## config.mk

```make
export PLATFORM = sky130hd
export DESIGN_NAME = ixp_port
export DESIGN_NICKNAME = d
export VERILOG_FILES = /design/src/rtl/ixp_pkg.sv /design/src/rtl/ixp_sync.sv /design/src/rtl/ixp_phase.sv /design/src/rtl/ixp_regfile.sv /design/src/rtl/ixp_port.sv
export SDC_FILE = /design/constraint.sdc
export NUM_CORES = 1
export LEC_CHECK = 0
export BUFFER_PORTS_ARGS = -buffer_cell sky130_fd_sc_hd__buf_2
export CORE_MARGIN = 1
export CORE_UTILIZATION = 56
export DETAILED_ROUTE_END_ITERATION = 7
export PLACE_DENSITY = 0.76
export RECOVER_POWER = 50
export SLEW_MARGIN = 10
export SYNTH_ARGS = -nofsm -noshare
export SYNTH_HDL_FRONTEND = slang
export SYNTH_SLANG_ARGS = --single-unit
```

## constraint.sdc

```tcl
create_clock -name clk -period 1.73 [get_ports clk]
set_input_delay 0.173 -clock clk [delete_from_list [all_inputs] [get_ports clk]]
set_output_delay 0.173 -clock clk [all_outputs]
set_load 0.01 [all_outputs]
```

## src/rtl/ixp_pkg.sv

```systemverilog
package ixp_pkg;
    typedef enum logic {
        PH_INDEX = 1'b0,
        PH_DATA  = 1'b1
    } phase_e;

    localparam logic [1:0] WA_SHARED = 2'd0;
    localparam logic [1:0] RA_INDEX  = 2'd0;
    localparam logic [1:0] RA_DATA   = 2'd1;
    localparam logic [1:0] RA_STATUS = 2'd2;
endpackage

```

## src/rtl/ixp_sync.sv

```systemverilog
module ixp_sync #(
    parameter int STAGES = 2
) (
    input  logic clk,
    input  logic rst_n,
    input  logic async_in,
    output logic sync_out
);
    logic [STAGES-1:0] chain_q;

    generate
        for (genvar s = 0; s < STAGES; s++) begin : g_stage
            if (s == 0) begin : g_first
                always_ff @(posedge clk or negedge rst_n) begin
                    if (!rst_n) chain_q[s] <= 1'b0;
                    else        chain_q[s] <= async_in;
                end
            end else begin : g_next
                always_ff @(posedge clk or negedge rst_n) begin
                    if (!rst_n) chain_q[s] <= 1'b0;
                    else        chain_q[s] <= chain_q[s-1];
                end
            end
        end
    endgenerate

    assign sync_out = chain_q[STAGES-1];

    // first stage samples the asynchronous level one edge later
    p_first_stage_r7: assert property (@(posedge clk) disable iff (!rst_n)
        $past(rst_n) |-> chain_q[0] == $past(async_in));
endmodule

```

## src/rtl/ixp_phase.sv

```systemverilog
module ixp_phase
    import ixp_pkg::*;
(
    input  logic clk,
    input  logic rst_n,
    input  logic port_wr,
    input  logic status_rd,
    output logic in_data
);
    phase_e state_q, state_d;

    always_comb begin
        state_d = state_q;
        if (status_rd) begin
            state_d = PH_INDEX;
        end else if (port_wr) begin
            unique case (state_q)
                PH_INDEX: state_d = PH_DATA;
                PH_DATA:  state_d = PH_INDEX;
            endcase
        end
    end

    always_ff @(posedge clk or negedge rst_n) begin
        if (!rst_n) state_q <= PH_INDEX;
        else        state_q <= state_d;
    end

    always_comb begin
        unique case (state_q)
            PH_INDEX: in_data = 1'b0;
            PH_DATA:  in_data = 1'b1;
        endcase
    end

    p_index_to_data_r2: assert property (@(posedge clk) disable iff (!rst_n)
        (port_wr && !status_rd && state_q == PH_INDEX) |=> state_q == PH_DATA);
    p_data_to_index_r4: assert property (@(posedge clk) disable iff (!rst_n)
        (port_wr && !status_rd && state_q == PH_DATA) |=> state_q == PH_INDEX);
    p_status_resets_r6: assert property (@(posedge clk) disable iff (!rst_n)
        status_rd |=> state_q == PH_INDEX);
    p_idle_holds_r5: assert property (@(posedge clk) disable iff (!rst_n)
        (!port_wr && !status_rd) |=> $stable(state_q));
endmodule

```

## src/rtl/ixp_regfile.sv

```systemverilog
module ixp_regfile #(
    parameter int DW       = 8,
    parameter int IW       = 5,
    parameter int NREGS    = 20,
    parameter int MODE_IDX = 16,
    parameter int PAN_IDX  = 19,
    parameter int PAN_W    = 3,
    parameter int SUPP_BIT = 5
) (
    input  logic             clk,
    input  logic             rst_n,
    input  logic             we,
    input  logic [IW-1:0]    idx,
    input  logic [DW-1:0]    wdata,
    output logic [DW-1:0]    rdata,
    output logic             suppress,
    output logic [PAN_W-1:0] pan
);
    localparam logic [IW-1:0] LAST_IDX = IW'(NREGS - 1);

    logic [NREGS-1:0][DW-1:0] regs_q;
    logic                     hit;

    assign hit = (idx <= LAST_IDX);

    generate
        for (genvar g = 0; g < NREGS; g++) begin : g_reg
            if (g == PAN_IDX) begin : g_pan
                always_ff @(posedge clk or negedge rst_n) begin
                    if (!rst_n)
                        regs_q[g] <= '0;
                    else if (we && idx == IW'(g))
                        regs_q[g] <= DW'(wdata[PAN_W-1:0]);
                end
            end else begin : g_full
                always_ff @(posedge clk or negedge rst_n) begin
                    if (!rst_n)
                        regs_q[g] <= '0;
                    else if (we && idx == IW'(g))
                        regs_q[g] <= wdata;
                end
            end
        end
    endgenerate

    always_comb begin
        rdata = '0;
        if (hit) rdata = regs_q[idx];
    end

    assign suppress = regs_q[MODE_IDX][SUPP_BIT];
    assign pan      = regs_q[PAN_IDX][PAN_W-1:0];

    p_unimpl_ignored_r5: assert property (@(posedge clk) disable iff (!rst_n)
        (we && !hit) |=> $stable(regs_q));
    p_pan_upper_zero_r8: assert property (@(posedge clk) disable iff (!rst_n)
        (we && idx == IW'(PAN_IDX)) |=> regs_q[PAN_IDX][DW-1:PAN_W] == '0);
endmodule

```

## src/rtl/ixp_port.sv

```systemverilog
module ixp_port
    import ixp_pkg::*;
#(
    parameter int DW        = 8,
    parameter int IW        = 5,
    parameter int NREGS     = 20,
    parameter int MODE_IDX  = 16,
    parameter int PAN_IDX   = 19,
    parameter int PAN_W     = 3,
    parameter int SUPP_BIT  = 5,
    parameter int VIDEO_BIT = 5,
    parameter int VS_BIT    = 3,
    parameter int SYNC_LEN  = 2
) (
    input  logic             clk,
    input  logic             rst_n,
    input  logic             wr_en,
    input  logic [1:0]       wr_addr,
    input  logic [DW-1:0]    wr_data,
    input  logic             rd_en,
    input  logic [1:0]       rd_addr,
    output logic [DW-1:0]    rd_data,
    input  logic             vsync_in,
    output logic             video_on,
    output logic             pan_suppress,
    output logic [PAN_W-1:0] pel_pan
);
    logic          port_wr, status_rd, in_data, vs_sync;
    logic [IW-1:0] idx_q;
    logic          vid_q;
    logic [DW-1:0] sel_data, rd_d, rd_q;

    assign port_wr   = wr_en && (wr_addr == WA_SHARED);
    assign status_rd = rd_en && (rd_addr == RA_STATUS);

    ixp_phase u_phase (
        .clk       (clk),
        .rst_n     (rst_n),
        .port_wr   (port_wr),
        .status_rd (status_rd),
        .in_data   (in_data)
    );

    ixp_sync #(.STAGES(SYNC_LEN)) u_sync (
        .clk      (clk),
        .rst_n    (rst_n),
        .async_in (vsync_in),
        .sync_out (vs_sync)
    );

    ixp_regfile #(
        .DW(DW), .IW(IW), .NREGS(NREGS), .MODE_IDX(MODE_IDX),
        .PAN_IDX(PAN_IDX), .PAN_W(PAN_W), .SUPP_BIT(SUPP_BIT)
    ) u_regs (
        .clk      (clk),
        .rst_n    (rst_n),
        .we       (port_wr && in_data),
        .idx      (idx_q),
        .wdata    (wr_data),
        .rdata    (sel_data),
        .suppress (pan_suppress),
        .pan      (pel_pan)
    );

    always_ff @(posedge clk or negedge rst_n) begin
        if (!rst_n) begin
            idx_q <= '0;
            vid_q <= 1'b1;
        end else if (port_wr && !in_data) begin
            idx_q <= wr_data[IW-1:0];
            vid_q <= wr_data[VIDEO_BIT];
        end
    end

    always_comb begin
        rd_d = '0;
        unique case (rd_addr)
            RA_INDEX: begin
                rd_d[IW-1:0]    = idx_q;
                rd_d[VIDEO_BIT] = vid_q;
            end
            RA_DATA:   rd_d = sel_data;
            RA_STATUS: rd_d[VS_BIT] = vs_sync;
            default:   rd_d = '0;
        endcase
    end

    always_ff @(posedge clk or negedge rst_n) begin
        if (!rst_n)     rd_q <= '0;
        else if (rd_en) rd_q <= rd_d;
    end

    assign rd_data  = rd_q;
    assign video_on = vid_q;

    p_video_from_index_r3: assert property (@(posedge clk) disable iff (!rst_n)
        (port_wr && !in_data) |=> video_on == $past(wr_data[VIDEO_BIT]));
    p_data_read_keeps_phase_r5: assert property (@(posedge clk) disable iff (!rst_n)
        (rd_en && rd_addr == RA_DATA && !port_wr) |=> in_data == $past(in_data));
    p_rd_hold_r5: assert property (@(posedge clk) disable iff (!rst_n)
        !rd_en |=> $stable(rd_data));
    p_other_writes_ignored_r9: assert property (@(posedge clk) disable iff (!rst_n)
        (wr_en && wr_addr != WA_SHARED && !rd_en) |=> $stable(idx_q) && $stable(in_data));
endmodule

```

## Yosys cells after proc, flatten, opt, wreduce, memory -nomap -nowiden

Index checks and enable logic that the tools add are counted.

| word-level totals | value |
|---|---|
| input bits | 17 |
| word-level logic and storage cells | 90 |
| output and inout bits | 13 |
| register bits | 172 |

| operators by class | value |
|---|---|
| magnitude comparators | 2 |
| muxes and demuxes | 11 |
| reductions and logical operators | 29 |
| eq/ne operators | 21 |
| bitwise operators | 1 |

Operator list:

| cell | number |
|---|---|
| $bmux W8 S5 | 1 |
| $eq A5 B4 Y1 const B | 8 |
| $logic_and A1 B1 Y1 | 24 |
| $eq A5 B3 Y1 const B | 4 |
| $eq A5 B5 Y1 const B | 4 |
| $mux W8 | 2 |
| $eq A5 B2 Y1 const B | 2 |
| $lt A5 B6 Y1 const B | 1 |
| $pmux W3 S2 | 1 |
| $eq A5 B1 Y1 const B | 1 |
| $le A5 B5 Y1 const B | 1 |
| $logic_not A5 Y1 | 1 |
| $logic_not A2 Y1 | 2 |
| $pmux W1 S2 | 2 |
| $pmux W2 S2 | 1 |
| $pmux W1 S3 | 1 |
| $eq A2 B1 Y1 const B | 1 |
| $eq A2 B2 Y1 const B | 1 |
| $mux W1 | 2 |
| $mux W2 | 1 |
| $reduce_bool A2 Y1 | 1 |
| $logic_not A1 Y1 | 1 |
| $not A1 Y1 | 1 |

## Depth between registers and ports, before layout

Gate-level depths: netlist of run 1.

| logic depth | value |
|---|---|
| depth in word-level cells | 4 |
| gate-level depth with buffers | 7 |
| gate-level depth less buffers | 4 |

## Cells and area by module

A second synthesis of run 1 with hierarchy kept.

| unflattened totals | value |
|---|---|
| cell total of the unflattened synthesis | 535 |
| area total of the unflattened synthesis | 8032.7 um^2 |

By module, submodules not included:

| module | cells each | sequential area each (um^2) | area each (um^2) | instances |
|---|---|---|---|---|
| ixp_regfile | 477 | 3878.7 | 7299.5 | 1 |
| ixp_port | 53 | 351.6 | 645.6 | 1 |
| ixp_sync | 2 | 50.0 | 50.0 | 1 |
| ixp_phase | 3 | 25.0 | 37.5 | 1 |

## Worst setup path before layout of run 1

Ideal clock, no wire load.

| timing | value |
|---|---|
| kind | register to register |
| start point | reg idx_q[2] |
| end point | reg u_regs.regs_q[0] in the netlist's numbering |
| buffers on the path | 2 |
| path slack | -125 ps |
| setup time | 125 ps |
| arrival time | 1730 ps |
| period minus slack after synthesis | 1855 ps |
| stages on the path, launching flop included | 6 |
| required time | 1605 ps |
| cells stage by stage | dfrtp_1 buf_2 buf_2 nor2_1 nand3_1 mux2_2 |

| on the way | value |
|---|---|
| cells in the longest elaborated chain, start to end | 2 |

RTL lines:

| what | line | source |
|---|---|---|
| start: declaration | ixp_port.sv:29 | `logic [IW-1:0] idx_q;` |
| start signal: assignment | ixp_port.sv:70 | `idx_q <= wr_data[IW-1:0];` |
| $logic_not A5 Y1 | ixp_regfile.sv:39 | `else if (we && idx == IW'(g))` |
| $logic_and A1 B1 Y1 | ixp_regfile.sv:39 |  |
| end signal: indexed assignment | ixp_regfile.sv:40 | `regs_q[g] <= wdata;` |
| end: declaration | ixp_regfile.sv:21 | `logic [NREGS-1:0][DW-1:0] regs_q;` |

No other way between the ends.
A chain may end at the register's enable or synchronous reset.

## Worst setup path in the final report of run 1

| timing | value |
|---|---|
| start point | reg idx_q[0] |
| end point | reg rd_q[5] (netlist: rd_data[5]) |

| on the way | value |
|---|---|
| cells in the longest elaborated chain, start to end | 4 |
| elaborated cells on any way between the ends | 5 |
| those cells by class | 1 x order compare; 4 x mux |

RTL lines:

| what | line | source |
|---|---|---|
| $bmux W8 S5 | ixp_regfile.sv:48 | `if (hit) rdata = regs_q[idx];` |
| $mux W8 (implied by the code) | ixp_regfile.sv:48 |  |
| $mux W8 (*) | ixp_regfile.sv:48 |  |
| $pmux W2 S2 (*) | ixp_port.sv:77 | `unique case (rd_addr)` |
| end signal: assignment | ixp_port.sv:90 | `else if (rd_en) rd_q <= rd_d;` |
| end: declaration | ixp_port.sv:31 | `logic [DW-1:0] sel_data, rd_d, rd_q;` |

Mark *: on every way between the ends. The rest lies on a longest branch, timed or not. The select of a mux whose other input is x is not followed.

==> results of run 1 <==
-- cells in the mapped netlist, types with 2 or more instances --
master	n	area, um^2
o31ai_1	4	30.03
inv_1	3	11.26
nor3_1	5	25.02
and4_1	3	26.28
a21oi_1	10	50.05
a31o_2	2	17.52
mux2_1	4	45.04
nand2_1	23	86.33
mux4_2	24	540.5
o22ai_1	6	37.54
clkbuf_1	19	71.32
dfrtp_1	171	4279
mux2_2	167	1881
buf_4	6	45.04
o2bb2ai_1	2	17.52
buf_2	14	70.07
a22oi_1	2	15.01
nor2b_1	7	43.79
mux2i_1	18	180.2
nor2_1	7	26.28
a31oi_1	3	18.77
a211oi_1	5	37.54
nand2b_1	5	31.28
o22a_1	2	17.52
nand3b_1	2	15.01
and2_1	2	12.51
nand3_1	6	30.03
a221o_1	3	30.03
buf_1	4	15.01
o21ai_0	7	35.03
nand2_2	8	50.05
-- worst max-delay path, cell delays in order, from the launching register on --
cell and delay, ns:
dfrtp_2 0.49, buf_4 0.19, mux4_2 0.35, nor3_1 0.05, or3_4 0.40, o31ai_4 0.23
-- path summary, 6_finish.rpt --
check | slack, ns | end | depth (start not counted) | from
worst max-delay path | -0.07 | rd_data[5] | 5 | idx_q[0]
worst min-delay path | 0.05 | u_phase.state_q | 3 | rd_addr[0]
worst max register to register | -0.07 | rd_data[5] | 5 | idx_q[0]
worst min register to register | 0.35 | u_sync.sync_out | 0 | u_sync.chain_q[0]
max in group asynchronous | 0.29 | video_on | 3 | rst_n
min in group asynchronous | 0.40 | u_regs.pan[0] | 2 | rst_n
-- routing by layer --
layer  wire, um  up-vias  track usage
met3       1354       38      0.06861
li1           -     2244            -
met4        524        0       0.1258
met2      10290      221       0.4645
met1       8260     2747       0.3771
met5          0        -            0
-- layout make-up --
class,instances,area [um^2]
Clock buffer,22,474.2
Clock inverter,7,138.9
Tap cell,180,225.2
Multi-Input combinational cell,344,3774
Sequential cell,172,4310
Fill cell,866,4005
Inverter,4,15.01
Timing Repair Buffer,108,938.4
-- logic make-up (layout without fill, tap and decap cells) --
logic type / Yosys count / count (layout) / share of synthesized area
XOR/XNOR: 1 / 1 / 0.001096
multiplexers: 213 / 213 / 0.3311
AO/OA/AOI/OAI: 51 / 51 / 0.04352
flip-flops: 172 / 172 / 0.5387
AND/OR/NAND/NOR: 79 / 79 / 0.05855
buffers and inverters: 47 / 141 / 0.02708
-- cells in the final DEF (no fill, tap or decap), types with 4 or more instances in the layout --
cell	count
nand3_2	5
buf_2	28
nor2_1	5
bufinv_16	4
mux2i_1	18
nand2_8	6
o21ai_0	4
nor2b_1	5
mux2_2	163
mux4_2	24
nand2b_1	4
buf_12	8
mux2_4	6
clkbuf_16	18
dfrtp_2	4
buf_4	47
dfrtp_1	167
buf_6	20
a21oi_1	8
nand2_1	20
-- metrics by stage --
stage / worst slack, ns / util / hold WS, ns
finish: -0.07336 / 0.7115 / 0.04627
global route: -0.1146 / 0.7115 / 0.05768
CTS: -0.08722 / 0.6970 / 0.02611
detailed placement: -0.2550 / 0.6320 / 0.09682
global placement: -0.2180 / 0.6320 / 0.09326
floorplan: -0.01217 / - / -0.1226
-- power by group --
group	total [mW]	switching (mW)	internal (mW)	leakage [nW]
Combinational	4.17	2.06	2.11	2.15
Sequential	5.15	0.453	4.70	2.35
Clock	3.98	1.48	2.50	0.302
-- flip-flops by register name, indices dropped and copies added (netlist names) --
signal           cells
idx_q                5
rd_data              8
u_phase.state_q      1
u_regs.pan           3
u_regs.regs_q      151
u_regs.suppress      1
u_sync.chain_q       1
u_sync.sync_out      1
video_on             1
-- repair_timing --
action                                 CTS  global route
endpoints found under the hold margin   75             0
pin swaps                               11             6
resized for setup                       47            36
cloned                                   1             0
buffers inserted                         7             7
hold buffers                             3             0
setup endpoints to repair              125           160
==> impl_metrics.json, run 1 <==
{
  "worstSetupStartpointType": "register",
  "placed_area_mm2": 0.008772,
  "path_clk_slew_ns": 0.06,
  "syn_inst": 563,
  "yosysSeqAreaShare": 0.5387,
  "die_h_um": 121.5,
  "setup_viol_count_final": 50,
  "cts_buffer_depth": 2,
  "drt_drc_violations_left": 0,
  "rows": 43,
  "grt_max_degree": 55,
  "h-tree-depth": 4,
  "yosys_warnings": 0,
  "grt_pass1_wl_mm": 30.95,
  "min_period_over_period": 1.042,
  "hold_viol_final": 0,
  "first_global_vias": 5471,
  "top_level_ports": 30,
  "ys_types": 50,
  "p_per_area_mw_per_mm2": 1347,
  "violations": "setup timing",
  "p_total_mw": 13.31,
  "tightestPinTransition_ns": 0.8860,
  "relSlewSlack": 0.4093,
  "synth_edf_count": 0,
  "overflow": 0,
  "syn_area_mm2": 0.007993,
  "initial_core_util": 0.5758,
  "wl_mm": 20.43,
  "rsz0062_at_grt": "yes",
  "synth_ff_type": "dfrtp_1",
  "gp_congestion": 0.8647,
  "p_leak_nw": 4.806,
  "antenna_cells": 0,
  "required_ns": 2.08,
  "cts_tree": "yes",
  "hp-class": "in -> reg",
  "core_mm2": 0.01388,
  "outcome": "finished, violations left",
  "end_kind": "register",
  "numCtsBuffers": 17,
  "ir_drop_mv": 0.8168,
  "skew_ns": 0.01831,
  "cts_sinks": 172,
  "cts-root-buf": "clkbuf_16",
  "wl_per_cell_um": 24.41,
  "tns_ns": -1.384,
  "period_needed_ns": 1.803,
  "worst-path-max-fanout": 8,
  "timing.fmax_mhz": 554.5,
  "antenna_found_initial": 0,
  "design_area_mm2": 0.009876,
  "worst-setup-path-type": "reg -> reg",
  "dp_hpwl_mm": 13.11,
  "worstPathArrival_ns": 2.15,
  "postSynthAreaPerCell_um2": 14.20,
  "final_layout_size_suffix_gt1_frac": 0.5723,
  "synthArstFlopShare": 1.000,
  "insertion_delay_ns": 0.43,
  "dp_cells": 790,
  "synth-seq-cells": 172,
  "instances_no_fill": 837,
  "vias_per_cell": 6.272,
  "dr.pass1.iters": 5,
  "drtIter0Drc": 449,
  "grt_use_total": 0.2902,
  "final_antenna_net_count": 0,
  "slew_viol_final": 0,
  "die_w_um": 121.5,
  "portBuffers": 29,
  "nets": 664,
  "vias": 5250,
  "synth_nets": 580,
  "timing.final.ws_setup_ns": -0.07336,
  "area_delta_synth_final_pct": 23.56,
  "maxCapViolations": 0,
  "die-area_mm2": 0.01476
}
Note: power is estimated with default switching activity, not from simulation.
==> run 2: changes to the inputs <==
CORE_ASPECT_RATIO = 0.75   (was default)
==> run 2 against run 1 <==
Compared with the run above: the flow still finishes with violations (setup timing); power fell by 0.56%; global-route usage rose by 1.1 points; critical path depth rose by 1.
==> impl_metrics.json, run 2 (synthesis results as in run 1) <==
{
  "outcome": "finished, violations left",
  "violations": "setup timing",
  "cts_buffer_depth": 2,
  "first_global_vias": 5748,
  "h-tree-depth": 4,
  "max_stage_delay_ns": 0.49,
  "die-area_mm2": 0.01476,
  "worst_hold_path.num_cells": 3,
  "min_period_over_period": 1.081,
  "final_antenna_net_count": 0,
  "final_layout_size_suffix_gt1_frac": 0.5784,
  "drtIter0Drc": 469,
  "min_from": "rd_addr[0]",
  "wl_per_cell_um": 25.20,
  "required_ns": 2.03,
  "hold_viol_final": 0,
  "p_per_area_mw_per_mm2": 1325,
  "tns_ns": -2.203,
  "timing.fmax_mhz": 534.6,
  "initial_core_util": 0.5774,
  "overflow": 0,
  "cts_tree": "yes",
  "worstSetupStartpointType": "register",
  "path_common_cell": "buf_4",
  "core_mm2": 0.01384,
  "skew_ns": 0.008495,
  "worst-path-max-fanout": 12,
  "rr_worst_depth": 6,
  "finalCoreUtilization": 0.7212,
  "dr.pass1.iters": 6,
  "antenna_found_initial": 0,
  "portBuffers": 29,
  "antenna_cells": 0,
  "hp-class": "in -> reg",
  "nets": 680,
  "die_h_um": 105.5,
  "final_cell_mix": "167 x dfrtp_1, 137 x mux2_2, 60 x buf_4",
  "tightestPinTransition_ns": 1.078,
  "numCtsBuffers": 17,
  "critPathSlowestCell": "dfrtp_2",
  "p_leak_nw": 4.972,
  "regToRegEndpoint": "rd_data[1]",
  "end_kind": "register",
  "dp_hpwl_mm": 13.55,
  "path_clk_slew_ns": 0.07,
  "dp_cells": 793,
  "area_delta_synth_final_pct": 24.91,
  "rsz0062_at_grt": "yes",
  "cts_sinks": 172,
  "drt_drc_violations_left": 0,
  "r2r_slack_ns": -0.14,
  "die_w_um": 140.0,
  "worst-setup-path-type": "reg -> reg",
  "layout_commonest_cell": "dfrtp_1",
  "grt_pass1_wl_mm": 32.54,
  "rows": 37,
  "worstPathArrival_ns": 2.18,
  "insertion_delay_ns": 0.43,
  "crit_chain": "buf_4 -> buf_4 -> mux2i_1 -> o22ai_2 -> a211oi_2 -> o31ai_1",
  "relSlewSlack": 0.2811,
  "hold_end": "u_phase.state_q",
  "setup_viol_count_final": 48,
  "period_needed_ns": 1.871,
  "wl_mm": 21.45,
  "vias_per_cell": 6.423,
  "grt_max_degree": 53,
  "top_level_ports": 30,
  "largest_reg_flops": 151,
  "grt_use_total": 0.3007,
  "cts-root-buf": "clkbuf_16",
  "gp_congestion": 0.8601,
  "maxCapViolations": 0,
  "slew_viol_final": 0,
  "vias": 5466,
  "ir_drop_mv": 0.7289,
  "instances_no_fill": 851,
  "timing.final.ws_setup_ns": -0.1407,
  "top_register": "u_regs.regs_q",
  "rr_startpoint": "idx_q[1]"
}
-- run 2: changes by cell type in the layout (fill, tap and decap cells not counted), moves of 5 or more --
cell    previous run  this run
mux2_2           163       137
inv_8              0         7
mux2_4             6        31
buf_12             8         3
buf_4             47        60
-- run 2: metal layers --
metal,up-vias,global-route usage,wire length (um)
met5,-,0.01754,0
met4,0,0.1381,554
met3,52,0.07315,1549
met2,269,0.4668,10360
met1,2863,0.4015,8986
li1,2282,-,-
-- run 2: worst max-delay path by stage --
stage                         from                  to  slack (ns)  cells after the start
after CTS                 idx_q[0]          rd_data[1]       -0.12                      6
after floorplan           idx_q[2]  u_regs.regs_q[128]       -0.01                      5
final                     idx_q[1]          rd_data[1]       -0.14                      6
after global placement    idx_q[2]          rd_data[3]       -0.18                      5
after global routing      idx_q[1]          rd_data[1]       -0.18                      6
after detailed placement  idx_q[2]          rd_data[3]       -0.26                      5
-- run 2: repair_timing --
item | in CTS | in global routing
endpoints found under the setup margin | 155 | 158
buffers inserted | 11 | 12
endpoints found under the hold margin | 35 | 0
pin swaps | 13 | 16
resized for setup | 51 | 55
cloned | 2 | 0
hold buffers | 3 | 0
-- run 2: final cells by class --
class / instances / area, um^2
clock buffer: 17 / 425.4
clock inverter: 15 / 153.9
fill: 826 / 3859
inverter: 4 / 15.01
multi-input combinational: 344 / 3815
sequential: 172 / 4310
tap: 175 / 219.0
timing repair buffer: 124 / 1045
-- run 2: critical path: cells and delay by family (launching register included) --
family	cells	cell delay (ns)
muxes	1	0.31
DFF	1	0.49
AOI/OAI and AO/OA	3	0.51
buffers and inverters	2	0.43
-- run 2: stage by stage --
step           power (mW)  setup slack (ns)  hold slack, ns  instance area (um^2)
4_1_cts             12.82           -0.1241         0.01420                  9727
3_3_place_gp        8.392           -0.1849          0.1130                  8751
2_1_floorplan       7.189          -0.01217         -0.1226                  8005
3_5_place_dp        8.533           -0.2576          0.1178                  8751
5_1_grt             13.69           -0.1781         0.03577                  9983
6_report            13.23           -0.1407         0.02817                  9983
-- run 2: power by group --
part | switching, mW | total [mW] | internal (mW)
Sequential | 0.447 | 5.14 | 4.69
Combinational | 2.06 | 4.36 | 2.30
Clock | 1.80 | 3.73 | 1.93
Total | 4.31 | 13.2 | 8.93
